==> config.mk <==
export PLATFORM = sky130hd
export DESIGN_NAME = addr_window_decoder
export DESIGN_NICKNAME = d
export VERILOG_FILES = /design/src/rtl/awd_pkg.sv /design/src/rtl/awd_regs.sv /design/src/rtl/awd_match.sv /design/src/rtl/awd_pick.sv /design/src/rtl/addr_window_decoder.sv
export SDC_FILE = /design/constraint.sdc
export NUM_CORES = 2
export LEC_CHECK = 0
export BUFFER_PORTS_ARGS = -buffer_cell sky130_fd_sc_hd__buf_4
export CAP_MARGIN = 20
export CORE_MARGIN = 2
export CORE_UTILIZATION = 32
export CTS_BUF_LIST = sky130_fd_sc_hd__clkbuf_8 sky130_fd_sc_hd__clkbuf_16
export CTS_CLUSTER_SIZE = 16
export DETAILED_ROUTE_END_ITERATION = 16
export PLACE_DENSITY = 0.43
export SYNTH_ARGS = -nofsm -noshare
export SYNTH_HDL_FRONTEND = slang
export SYNTH_SLANG_ARGS = --single-unit
==> constraint.sdc <==
create_clock -name clk -period 4.1 [get_ports clk]
set_input_delay 0.205 -clock clk [delete_from_list [all_inputs] [get_ports clk]]
set_output_delay 0.205 -clock clk [all_outputs]
set_load 0.01 [all_outputs]
==> src/rtl/awd_pkg.sv <==
package awd_pkg;

  // Stored state of one decode window.
  typedef struct packed {
    logic        en;
    logic [3:0]  tgt;
    logic [7:0]  attr;
    logic [15:0] sz;       // size-1 in 64 KB units, also the pass mask
    logic [15:0] base_lo;  // address bits 31:16
    logic [3:0]  base_hi;  // address bits 35:32
  } win_cfg_t;

  // Translation state of a remappable window.
  typedef struct packed {
    logic [15:0] lo;       // outgoing bits 31:16
    logic [3:0]  hi;       // outgoing bits 35:32
  } win_rmp_t;

  localparam int unsigned REG_W  = 32;
  localparam int unsigned ADDR_W = 36;

endpackage

==> src/rtl/awd_regs.sv <==
module awd_regs
  import awd_pkg::*;
#(
  parameter int unsigned NUM_WIN   = 20,
  parameter int unsigned NUM_REMAP = 8,
  parameter int unsigned PLAIN_OFF = 'h90,
  parameter int unsigned AW        = 8,
  localparam int unsigned WW       = $clog2(NUM_WIN),
  localparam int unsigned RW       = $clog2(NUM_REMAP)
) (
  input  logic                              clk,
  input  logic                              rst_n,
  input  logic                              wr,
  input  logic [AW-1:0]                     addr,
  input  logic [REG_W-1:0]                  wdata,
  output logic [REG_W-1:0]                  rdata,
  output win_cfg_t [NUM_WIN-1:0]            cfg,
  output win_rmp_t [NUM_REMAP-1:0]          rmp
);

  localparam logic [AW-1:0] REMAP_END = AW'(NUM_REMAP * 16);
  localparam logic [AW-1:0] PLAIN_LO  = AW'(PLAIN_OFF);
  localparam logic [AW-1:0] PLAIN_END = AW'(PLAIN_OFF + (NUM_WIN - NUM_REMAP) * 8);

  logic          sel_ok;
  logic [WW-1:0] sel_win;
  logic [1:0]    sel_reg;
  logic [AW-1:0] plain_off;

  // Offset decode for the two window classes.
  always_comb begin
    sel_ok    = 1'b0;
    sel_win   = '0;
    sel_reg   = '0;
    plain_off = addr - PLAIN_LO;
    if (addr < REMAP_END) begin
      sel_ok  = 1'b1;
      sel_win = WW'(addr >> 4);
      sel_reg = addr[3:2];
    end else if (addr >= PLAIN_LO && addr < PLAIN_END) begin
      sel_ok  = 1'b1;
      sel_win = WW'(NUM_REMAP) + WW'(plain_off >> 3);
      sel_reg = {1'b0, addr[2]};
    end
  end

  for (genvar w = 0; w < NUM_WIN; w++) begin : g_win
    logic     hit_w;
    logic     ld_ctrl, ld_base;
    win_cfg_t cfg_nx;

    assign hit_w   = wr && sel_ok && (sel_win == WW'(w));
    assign ld_ctrl = hit_w && (sel_reg == 2'd0);
    assign ld_base = hit_w && (sel_reg == 2'd1);

    always_comb begin
      cfg_nx = cfg[w];
      if (ld_ctrl) begin
        cfg_nx.en   = wdata[0];
        cfg_nx.tgt  = wdata[7:4];
        cfg_nx.attr = wdata[15:8];
        cfg_nx.sz   = wdata[31:16];
      end
      if (ld_base) begin
        cfg_nx.base_lo = wdata[31:16];
        cfg_nx.base_hi = wdata[3:0];
      end
    end

    always_ff @(posedge clk or negedge rst_n) begin
      if (!rst_n)                  cfg[w] <= '0;
      else if (ld_ctrl || ld_base) cfg[w] <= cfg_nx;
    end

    if (w < NUM_REMAP) begin : g_rmp
      logic     ld_rlo, ld_rhi;
      win_rmp_t rmp_nx;

      assign ld_rlo = hit_w && (sel_reg == 2'd2);
      assign ld_rhi = hit_w && (sel_reg == 2'd3);

      always_comb begin
        rmp_nx = rmp[w];
        if (ld_rlo) rmp_nx.lo = wdata[31:16];
        if (ld_rhi) rmp_nx.hi = wdata[3:0];
      end

      always_ff @(posedge clk or negedge rst_n) begin
        if (!rst_n)                rmp[w] <= '0;
        else if (ld_rlo || ld_rhi) rmp[w] <= rmp_nx;
      end
    end
  end

  // Readback; unmapped words return zero.
  always_comb begin
    rdata = '0;
    if (sel_ok) begin
      unique case (sel_reg)
        2'd0: rdata = {cfg[sel_win].sz, cfg[sel_win].attr, cfg[sel_win].tgt,
                       3'b000, cfg[sel_win].en};
        2'd1: rdata = {cfg[sel_win].base_lo, 12'h000, cfg[sel_win].base_hi};
        2'd2: rdata = {rmp[sel_win[RW-1:0]].lo, 16'h0000};
        2'd3: rdata = {28'h0, rmp[sel_win[RW-1:0]].hi};
        default: rdata = '0;
      endcase
    end
  end

  // a write outside every window leaves all state untouched.
  p_unmapped_write_r10: assert property (@(posedge clk) disable iff (!rst_n)
    (wr && ((addr >= REMAP_END && addr < PLAIN_LO) || addr >= PLAIN_END))
    |=> ($stable(cfg) && $stable(rmp)));

  // state is zero in the first cycle after reset release.
  p_reset_zero_r1: assert property (@(posedge clk)
    ($rose(rst_n) |-> (cfg == '0 && rmp == '0)));

endmodule

==> src/rtl/awd_match.sv <==
module awd_match
  import awd_pkg::*;
#(
  parameter int unsigned NUM_WIN = 20
) (
  input  logic [ADDR_W-1:0]       lk_addr,
  input  win_cfg_t [NUM_WIN-1:0]  cfg,
  output logic [NUM_WIN-1:0]      hit_vec
);

  for (genvar w = 0; w < NUM_WIN; w++) begin : g_cmp
    logic [15:0] diff;
    assign diff       = (lk_addr[31:16] ^ cfg[w].base_lo) & ~cfg[w].sz;
    assign hit_vec[w] = cfg[w].en && (diff == 16'h0) &&
                        (lk_addr[35:32] == cfg[w].base_hi);
  end

endmodule

==> src/rtl/awd_pick.sv <==
module awd_pick
  import awd_pkg::*;
#(
  parameter int unsigned NUM_WIN   = 20,
  parameter int unsigned NUM_REMAP = 8,
  localparam int unsigned WW       = $clog2(NUM_WIN),
  localparam int unsigned RW       = $clog2(NUM_REMAP)
) (
  input  logic                      clk,
  input  logic                      rst_n,
  input  logic [ADDR_W-1:0]         lk_addr,
  input  logic [NUM_WIN-1:0]        hit_vec,
  input  win_cfg_t [NUM_WIN-1:0]    cfg,
  input  win_rmp_t [NUM_REMAP-1:0]  rmp,
  output logic                      hit,
  output logic [WW-1:0]             win,
  output logic [3:0]                tgt,
  output logic [7:0]                attr,
  output logic [ADDR_W-1:0]         out_addr
);

  win_cfg_t    c;
  win_rmp_t    r;
  logic [15:0] mid;

  // Lowest index wins: scan from the top down.
  always_comb begin
    win = '0;
    for (int i = NUM_WIN - 1; i >= 0; i--) begin
      if (hit_vec[i]) win = WW'(i);
    end
  end

  assign hit = |hit_vec;

  always_comb begin
    c        = cfg[win];
    r        = rmp[win[RW-1:0]];
    mid      = (r.lo & ~c.sz) | (lk_addr[31:16] & c.sz);
    tgt      = '0;
    attr     = '0;
    out_addr = '0;
    if (hit) begin
      tgt  = c.tgt;
      attr = c.attr;
      if (win < WW'(NUM_REMAP)) out_addr = {r.hi, mid, lk_addr[15:0]};
      else                      out_addr = lk_addr;
    end
  end

  // a reported window is always enabled.
  p_hit_enabled_r4: assert property (@(posedge clk) disable iff (!rst_n)
    hit |-> cfg[win].en);

  // no lower window also matched.
  p_lowest_wins_r5: assert property (@(posedge clk) disable iff (!rst_n)
    hit |-> ((hit_vec & ((NUM_WIN'(1) << win) - NUM_WIN'(1))) == '0));

  // plain windows never translate.
  p_plain_pass_r8: assert property (@(posedge clk) disable iff (!rst_n)
    (hit && win >= WW'(NUM_REMAP)) |-> (out_addr == lk_addr));

  // low 16 bits always survive a hit unchanged.
  p_low_bits_r7: assert property (@(posedge clk) disable iff (!rst_n)
    hit |-> (out_addr[15:0] == lk_addr[15:0]));

endmodule

==> src/rtl/addr_window_decoder.sv <==
module addr_window_decoder
  import awd_pkg::*;
#(
  parameter int unsigned NUM_WIN   = 20,
  parameter int unsigned NUM_REMAP = 8,
  parameter int unsigned PLAIN_OFF = 'h90,
  parameter int unsigned AW        = 8,
  localparam int unsigned WW       = $clog2(NUM_WIN)
) (
  input  logic               clk,
  input  logic               rst_n,
  input  logic               reg_wr,
  input  logic [AW-1:0]      reg_addr,
  input  logic [31:0]        reg_wdata,
  output logic [31:0]        reg_rdata,
  input  logic [35:0]        lk_addr,
  output logic               lk_hit,
  output logic               lk_miss,
  output logic [WW-1:0]      lk_win,
  output logic [3:0]         lk_target,
  output logic [7:0]         lk_attr,
  output logic [35:0]        lk_out_addr
);

  win_cfg_t [NUM_WIN-1:0]   cfg;
  win_rmp_t [NUM_REMAP-1:0] rmp;
  logic [NUM_WIN-1:0]       hit_vec;

  awd_regs #(
    .NUM_WIN(NUM_WIN), .NUM_REMAP(NUM_REMAP), .PLAIN_OFF(PLAIN_OFF), .AW(AW)
  ) u_regs (
    .clk(clk), .rst_n(rst_n), .wr(reg_wr), .addr(reg_addr),
    .wdata(reg_wdata), .rdata(reg_rdata), .cfg(cfg), .rmp(rmp)
  );

  awd_match #(.NUM_WIN(NUM_WIN)) u_match (
    .lk_addr(lk_addr), .cfg(cfg), .hit_vec(hit_vec)
  );

  awd_pick #(.NUM_WIN(NUM_WIN), .NUM_REMAP(NUM_REMAP)) u_pick (
    .clk(clk), .rst_n(rst_n), .lk_addr(lk_addr), .hit_vec(hit_vec),
    .cfg(cfg), .rmp(rmp), .hit(lk_hit), .win(lk_win), .tgt(lk_target),
    .attr(lk_attr), .out_addr(lk_out_addr)
  );

  assign lk_miss = ~lk_hit;

  // a miss leaves every result field at zero.
  p_miss_zero_r6: assert property (@(posedge clk) disable iff (!rst_n)
    lk_miss |-> (lk_out_addr == '0 && lk_win == '0 &&
                 lk_target == '0 && lk_attr == '0));

endmodule

* Word level (Yosys, flattened, before mapping)
Index checks and enable logic that the tools add are counted.
** Word-level totals
- Register bits :: 1140
- Output and inout port bits :: 87
** Operators by class
- Add/subtract/negate cells :: 2
- Order comparisons :: 8
- Equality and inequality tests :: 42
- Multiplexer cells :: 40
- Bitwise operators :: 65
- Reductions and logical operators :: 225
** Operator list (number)
- binary-select mux 49 bit (select 5 bit) :: 2
- bitwise AND 16 bit :: 22
- NOT 16 bit :: 21
- logical NOT 16 bit :: 20
- XOR 16 bit :: 20
- case mux 32 bit (4 select lines) :: 1
- binary-select mux 20 bit (select 3 bit) :: 2
- logical AND 1 bit :: 118
- AND reduction 2 bit :: 56
- 2-to-1 mux 5 bit :: 22
- == test 4 bit :: 20
- 2-to-1 mux 36 bit :: 2
- 2-to-1 mux 49 bit :: 1
- 2-to-1 mux 48 bit :: 1
- == test 5 x 4 -> 1 bit (second input constant) :: 8
- 2-to-1 mux 20 bit :: 2
- 2-to-1 mux 32 bit :: 1
- logical OR 1 bit :: 28
- == test 5 x 3 -> 1 bit (second input constant) :: 4
- == test 5 bit (second input constant) :: 4
- OR reduction 20 bit :: 1
- < comparator 8 bit (second input constant) :: 2
- bitwise OR 16 bit :: 1
- < comparator 5 x 6 -> 1 bit (second input constant) :: 2
- 16 further kinds :: 21

* Depth between registers and ports, before layout
- Depth after elaboration :: 32
- Mapped depth :: 18
- Mapped depth without buffers :: 13

* Cells and area by module
From an unflattened synthesis, not the netlist that was laid out.
** Second synthesis, totals
- Cells, all modules :: 5879
- Area, all modules :: 63691.1 sq um
** By module, submodules not included
- awd_regs :: instances 1, cells an instance 4296, area each 53108.4 sq um
- awd_match :: instances 1, cells an instance 740, area each 5567.8 sq um
- awd_pick :: instances 1, cells an instance 842, area each 5011.1 sq um
- addr_window_decoder :: instances 1, cells an instance 1, area each 3.8 sq um

* Least setup slack after synthesis
Ideal clock, no wire load.
- Kind :: register to output
- From :: register, netlist name u_regs.cfg[938]
- To :: output lk_attr[1]
- Arrival :: 3428 ps
- Path slack :: 467 ps
- Stages on the path, launching flop included :: 14
- Cell sequence :: dfrtp_1 -> xnor2_1 -> o22ai_1 -> or4_1 -> or4_1 -> o21ai_1 -> a311oi_2 -> o221ai_2 -> buf_2 -> buf_6 -> buf_2 -> mux2i_1 -> o22ai_1 -> nor3_1
** Between the ends
- Cells in the longest elaborated chain, start to end :: 28
** RTL lines
- XOR 16 bit * :: line awd_match.sv:13 : assign diff = (lk_addr[31:16] ^ cfg[w].base_lo) & ~cfg[w].sz;
- bitwise AND 16 bit * :: line awd_match.sv:13
- logical NOT 16 bit * :: line awd_match.sv:14 : assign hit_vec[w] = cfg[w].en && (diff == 16'h0) &&
- logical AND 1 bit * (2 in series) :: line awd_match.sv:14
- 2-to-1 mux 5 bit (20 in series) :: line awd_pick.sv:30 : if (hit_vec[i]) win = WW'(i);
- binary-select mux 49 bit (select 5 bit) :: line awd_pick.sv:37 : c = cfg[win];
- 2-to-1 mux 48 bit (not written as such) :: line awd_pick.sv:37
- 2-to-1 mux 8 bit * :: line awd_pick.sv:43 : if (hit) begin
- end: declaration :: line addr_window_decoder.sv:21 : output logic [7:0] lk_attr,
Every way passes the cells marked *; elsewhere a longest branch is shown, timed or not. The select of a mux whose other input is x is not followed.

* Final worst setup path
- From :: register, netlist name u_regs.cfg[948]
- To :: output lk_attr[5]
** Between the ends
- Cells in the longest elaborated chain, start to end :: 28
** RTL lines (line)
- XOR 16 bit * :: awd_match.sv:13
- bitwise AND 16 bit * :: awd_match.sv:13
- logical NOT 16 bit * :: awd_match.sv:14
- logical AND 1 bit * (2 in series) :: awd_match.sv:14
- 2-to-1 mux 5 bit (20 in series) :: awd_pick.sv:30
- binary-select mux 49 bit (select 5 bit) :: awd_pick.sv:37
- 2-to-1 mux 48 bit (not written as such) :: awd_pick.sv:37
- 2-to-1 mux 8 bit * :: awd_pick.sv:43
Marked as above.

==> results.py <==
metrics = {
    "grt": {
        "grt_pass1_vias": 59320,
        "grt_pass1_wl_um": 467800,
        "grt_max_degree": 130,
        "grt-ovfl-total": 0,
        "antenna_found_initial": 23,
        "grt_use_total_pct": 31.26,
    },
    "yosys": {
        "synth_top_family_by_area": "multiplexers",
        "ys_warn_count": 0,
        "synth_compound_area_share_pct": 10.26,
        "synth_top_area_cell": "dfrtp_1",
        "ys_ff_latch": 1140,
        "postSynthCellCount": 6372,
        "yosysUniqueCellTypes": 78,
        "synth-edff-count": 0,
        "synth.avg_cell_area_um2": 10.36,
        "synthesis.area_um2": 66020,
        "synth_xor_xnor_area_share_pct": 5.379,
        "ys.flop_type": "dfrtp_1",
        "yosys-top-cells-area": "dfrtp_1, mux2_2, nand2_1",
        "synth_seq_area_share_pct": 43.21,
        "synthArstFlopShare_pct": 100.0,
        "synth_top_area_share_pct": 43.21,
        "synth_fa_ha_area_share_pct": 0.05686,
        "synth_mux_area_share_pct": 24.34,
        "synth_nets": 6454,
        "synth-simple-area-share_pct": 12.77,
    },
    "route": {
        "drc_errors": 0,
        "dr.pass1.iters": 6,
        "wire_per_inst_um": 32.00,
        "via_count": 60520,
        "viasPerCell": 5.733,
        "drt_iter0_drc": 6295,
        "antenna_left": 0,
        "totalWireLength_um": 337900,
    },
    "timing": {
        "min_period_ns": 5.329,
        "slew-limit-headroom_pct": 29.40,
        "finalSetupViolCount": 47,
        "max_freq_mhz": 187.7,
        "slew_violations": 0,
        "rsz0062_at_grt": "yes",
        "fin_worst_skew_ns": 0,
        "hold_viol": 0,
        "setup_slack_ns": -1.229,
        "worstMarginPinSlew_ns": 1.059,
        "timing.final.crit_share_pct": 130.0,
        "fin_tns_setup_ns": -39.27,
    },
    "clocking": {
        "cts.sinks": 1140,
        "h-tree-depth": 4,
        "clock_latency_ns": 0.83,
        "cts_tree": "built",
        "clkTransAtPathRegs_ns": 0.06,
        "cts-root-buf": "clkbuf_16",
        "cts_buffer_depth": 3,
        "numCtsBuffers": 150,
    },
    "worst_setup_path": {
        "crit_top_cell": "buf_12",
        "crit_chain": "xnor2_2 > o211ai_1 > or4_4 > or4_4 > o21ai_4 > buf_6 > a311oi_4 > o221ai_4 > buf_12 > buf_12 > buf_16 > buf_12 > buf_16 > mux2_4 > a222oi_1 > o211a_1 > buf_4",
        "critPathTopFamily": "compound AO/OA/AOI/OAI gates",
        "cp.arrival_ns": 5.12,
        "slowest_delay_ns": 0.45,
        "slowest_stage": "or4_4",
        "critical_path_class": "reg -> out",
        "path_max_fanout": 8,
        "critPathBufInv": 7,
        "required_ns": 3.89,
        "worst_setup_path_start_kind": "flip-flop",
        "critPathCaptureType": "output port",
    },
    "finish": {
        "final_cell_mix": "buf_4, dfrtp_1, mux2_2",
        "regArea_um2": 28530,
        "final_util_pct": 44.62,
        "syn_to_final_growth_pct": 38.41,
        "drive_gt1_share_pct": 45.77,
        "layout_commonest_cell": "buf_4",
        "final_nets": 7825,
        "nFillCells": 19490,
        "multi_input_area_um2": 37340,
    },
    "hold_path": {
        "worst_hold_path_type": "in -> reg",
    },
    "power_and_ir_drop": {
        "p_per_area_nw_per_um2": 442.7,
        "leakage_nw": 40.14,
        "ir_drop_uv": 466.3,
        "power.total_mw": 40.45,
    },
    "placed_design": {
        "hpwlAfterDp_um": 240500,
        "place_ws_ns": -1.273,
        "portBuffers": 165,
        "gp_congestion": 0.9811,
    },
    "floorplan": {
        "die_area_um2": 209900,
        "rows": 166,
        "ioPinCount": 166,
        "initial_core_util_pct": 32.24,
        "die_width_um": 458.2,
        "core_region_area_um2": 204800,
        "die_y_um": 458.2,
    },
    "run_status": {
        "violations": "negative setup slack",
        "status": "finished with violations",
    },
    "job": {
        "maxCapViolations": 0,
    },
}
metal layers:
layer / routed length, um / vias to the layer above / global-route usage (%)
met2: 149200 / 2585 / 47.42
met3: 22820 / 542 / 4.660
met1: 149500 / 31480 / 44.14
met4: 16230 / 6 / 13.53
li1: - / 25900 / -
met5: 41 / - / 0
final cells by class:
cell class,count,share of cell area [%]
Multi-Input combinational cell,4617,40.87
Tap cell,2688,3.681
Timing Repair Buffer,1797,18.45
Antenna cell,6,0.01643
Sequential cell,1140,31.22
Clock buffer,194,4.796
Clock inverter,78,0.8038
Inverter,37,0.1630
cell families after synthesis:
logic type | count (synthesis)
adder cells (fa/ha/maj) | 3
AO/OA/AOI/OAI | 915
multiplexers | 1402
XOR/XNOR | 402
AND/OR/NAND/NOR | 1895
flip-flops | 1140
buffers and inverters | 615
sequential cells by signal, indices dropped and copies added (netlist names):
register	cells
u_regs.cfg	980
u_regs.rmp	160
per-stage QoR:
stage          instance area, um2  hold slack (ns)  std cells
6_report                    91370          0.06919      10560
5_1_grt                     91360          0.04452      10550
4_1_cts                     89870         0.002579      10520
3_5_place_dp                81930           0.2281      10160
3_3_place_gp                81930           0.2058      10160
2_1_floorplan               66020         -0.09059       6372
final timing paths:
path / slack [ns] / end / start / cells past startpoint
min: 0.07 / u_regs.cfg[346]$_DFFE_PN0P_ / reg_wdata[3] / 2
min reg2reg: 0.52 / u_regs.cfg[922]$_DFFE_PN0P_ / u_regs.cfg[922]$_DFFE_PN0P_ / 1
max: -1.23 / lk_attr[5] / u_regs.cfg[948]$_DFFE_PN0P_ / 17
min in group asynchronous: 0.48 / u_regs.cfg[615]$_DFFE_PN0P_ / rst_n / 3
max reg2reg: 3.07 / u_regs.cfg[703]$_DFFE_PN0P_ / u_regs.cfg[703]$_DFFE_PN0P_ / 2
max in group asynchronous: 2.30 / u_regs.cfg[218]$_DFFE_PN0P_ / rst_n / 4
synth_stat cells, types with 30 or more instances:
cell,instances
xnor2_1,396
nand3_1,187
a32oi_1,45
clkbuf_1,382
and2_1,30
o22ai_1,176
a31oi_1,31
inv_1,35
mux2_2,1134
o211ai_1,92
nor2_1,225
buf_1,115
a211oi_1,44
o21ai_0,88
buf_4,37
nor4_1,82
a21oi_1,82
a311oi_1,191
mux4_2,46
mux2i_1,204
nand2_1,1062
dfrtp_1,1140
nor3_1,54
and3_1,159
timing repair:
item | CTS | global route
gates cloned | 16 | 9
gates resized for setup | 311 | 206
hold buffers | 25 | 0
pin swaps | 96 | 100
endpoints found under the hold margin | 619 | 0
setup endpoints to repair | 73 | 74
buffers inserted | 59 | 39
report_power, final:
group          total [mW]  leakage, nW  switching (mW)  internal (mW)
Sequential           14.7         15.3            1.70           13.0
Clock                13.8         2.65            5.72           8.10
Combinational        11.9         22.2            6.29           5.63
Total                40.4         40.1            13.7           26.7
Power figures use the tool's default switching activity.
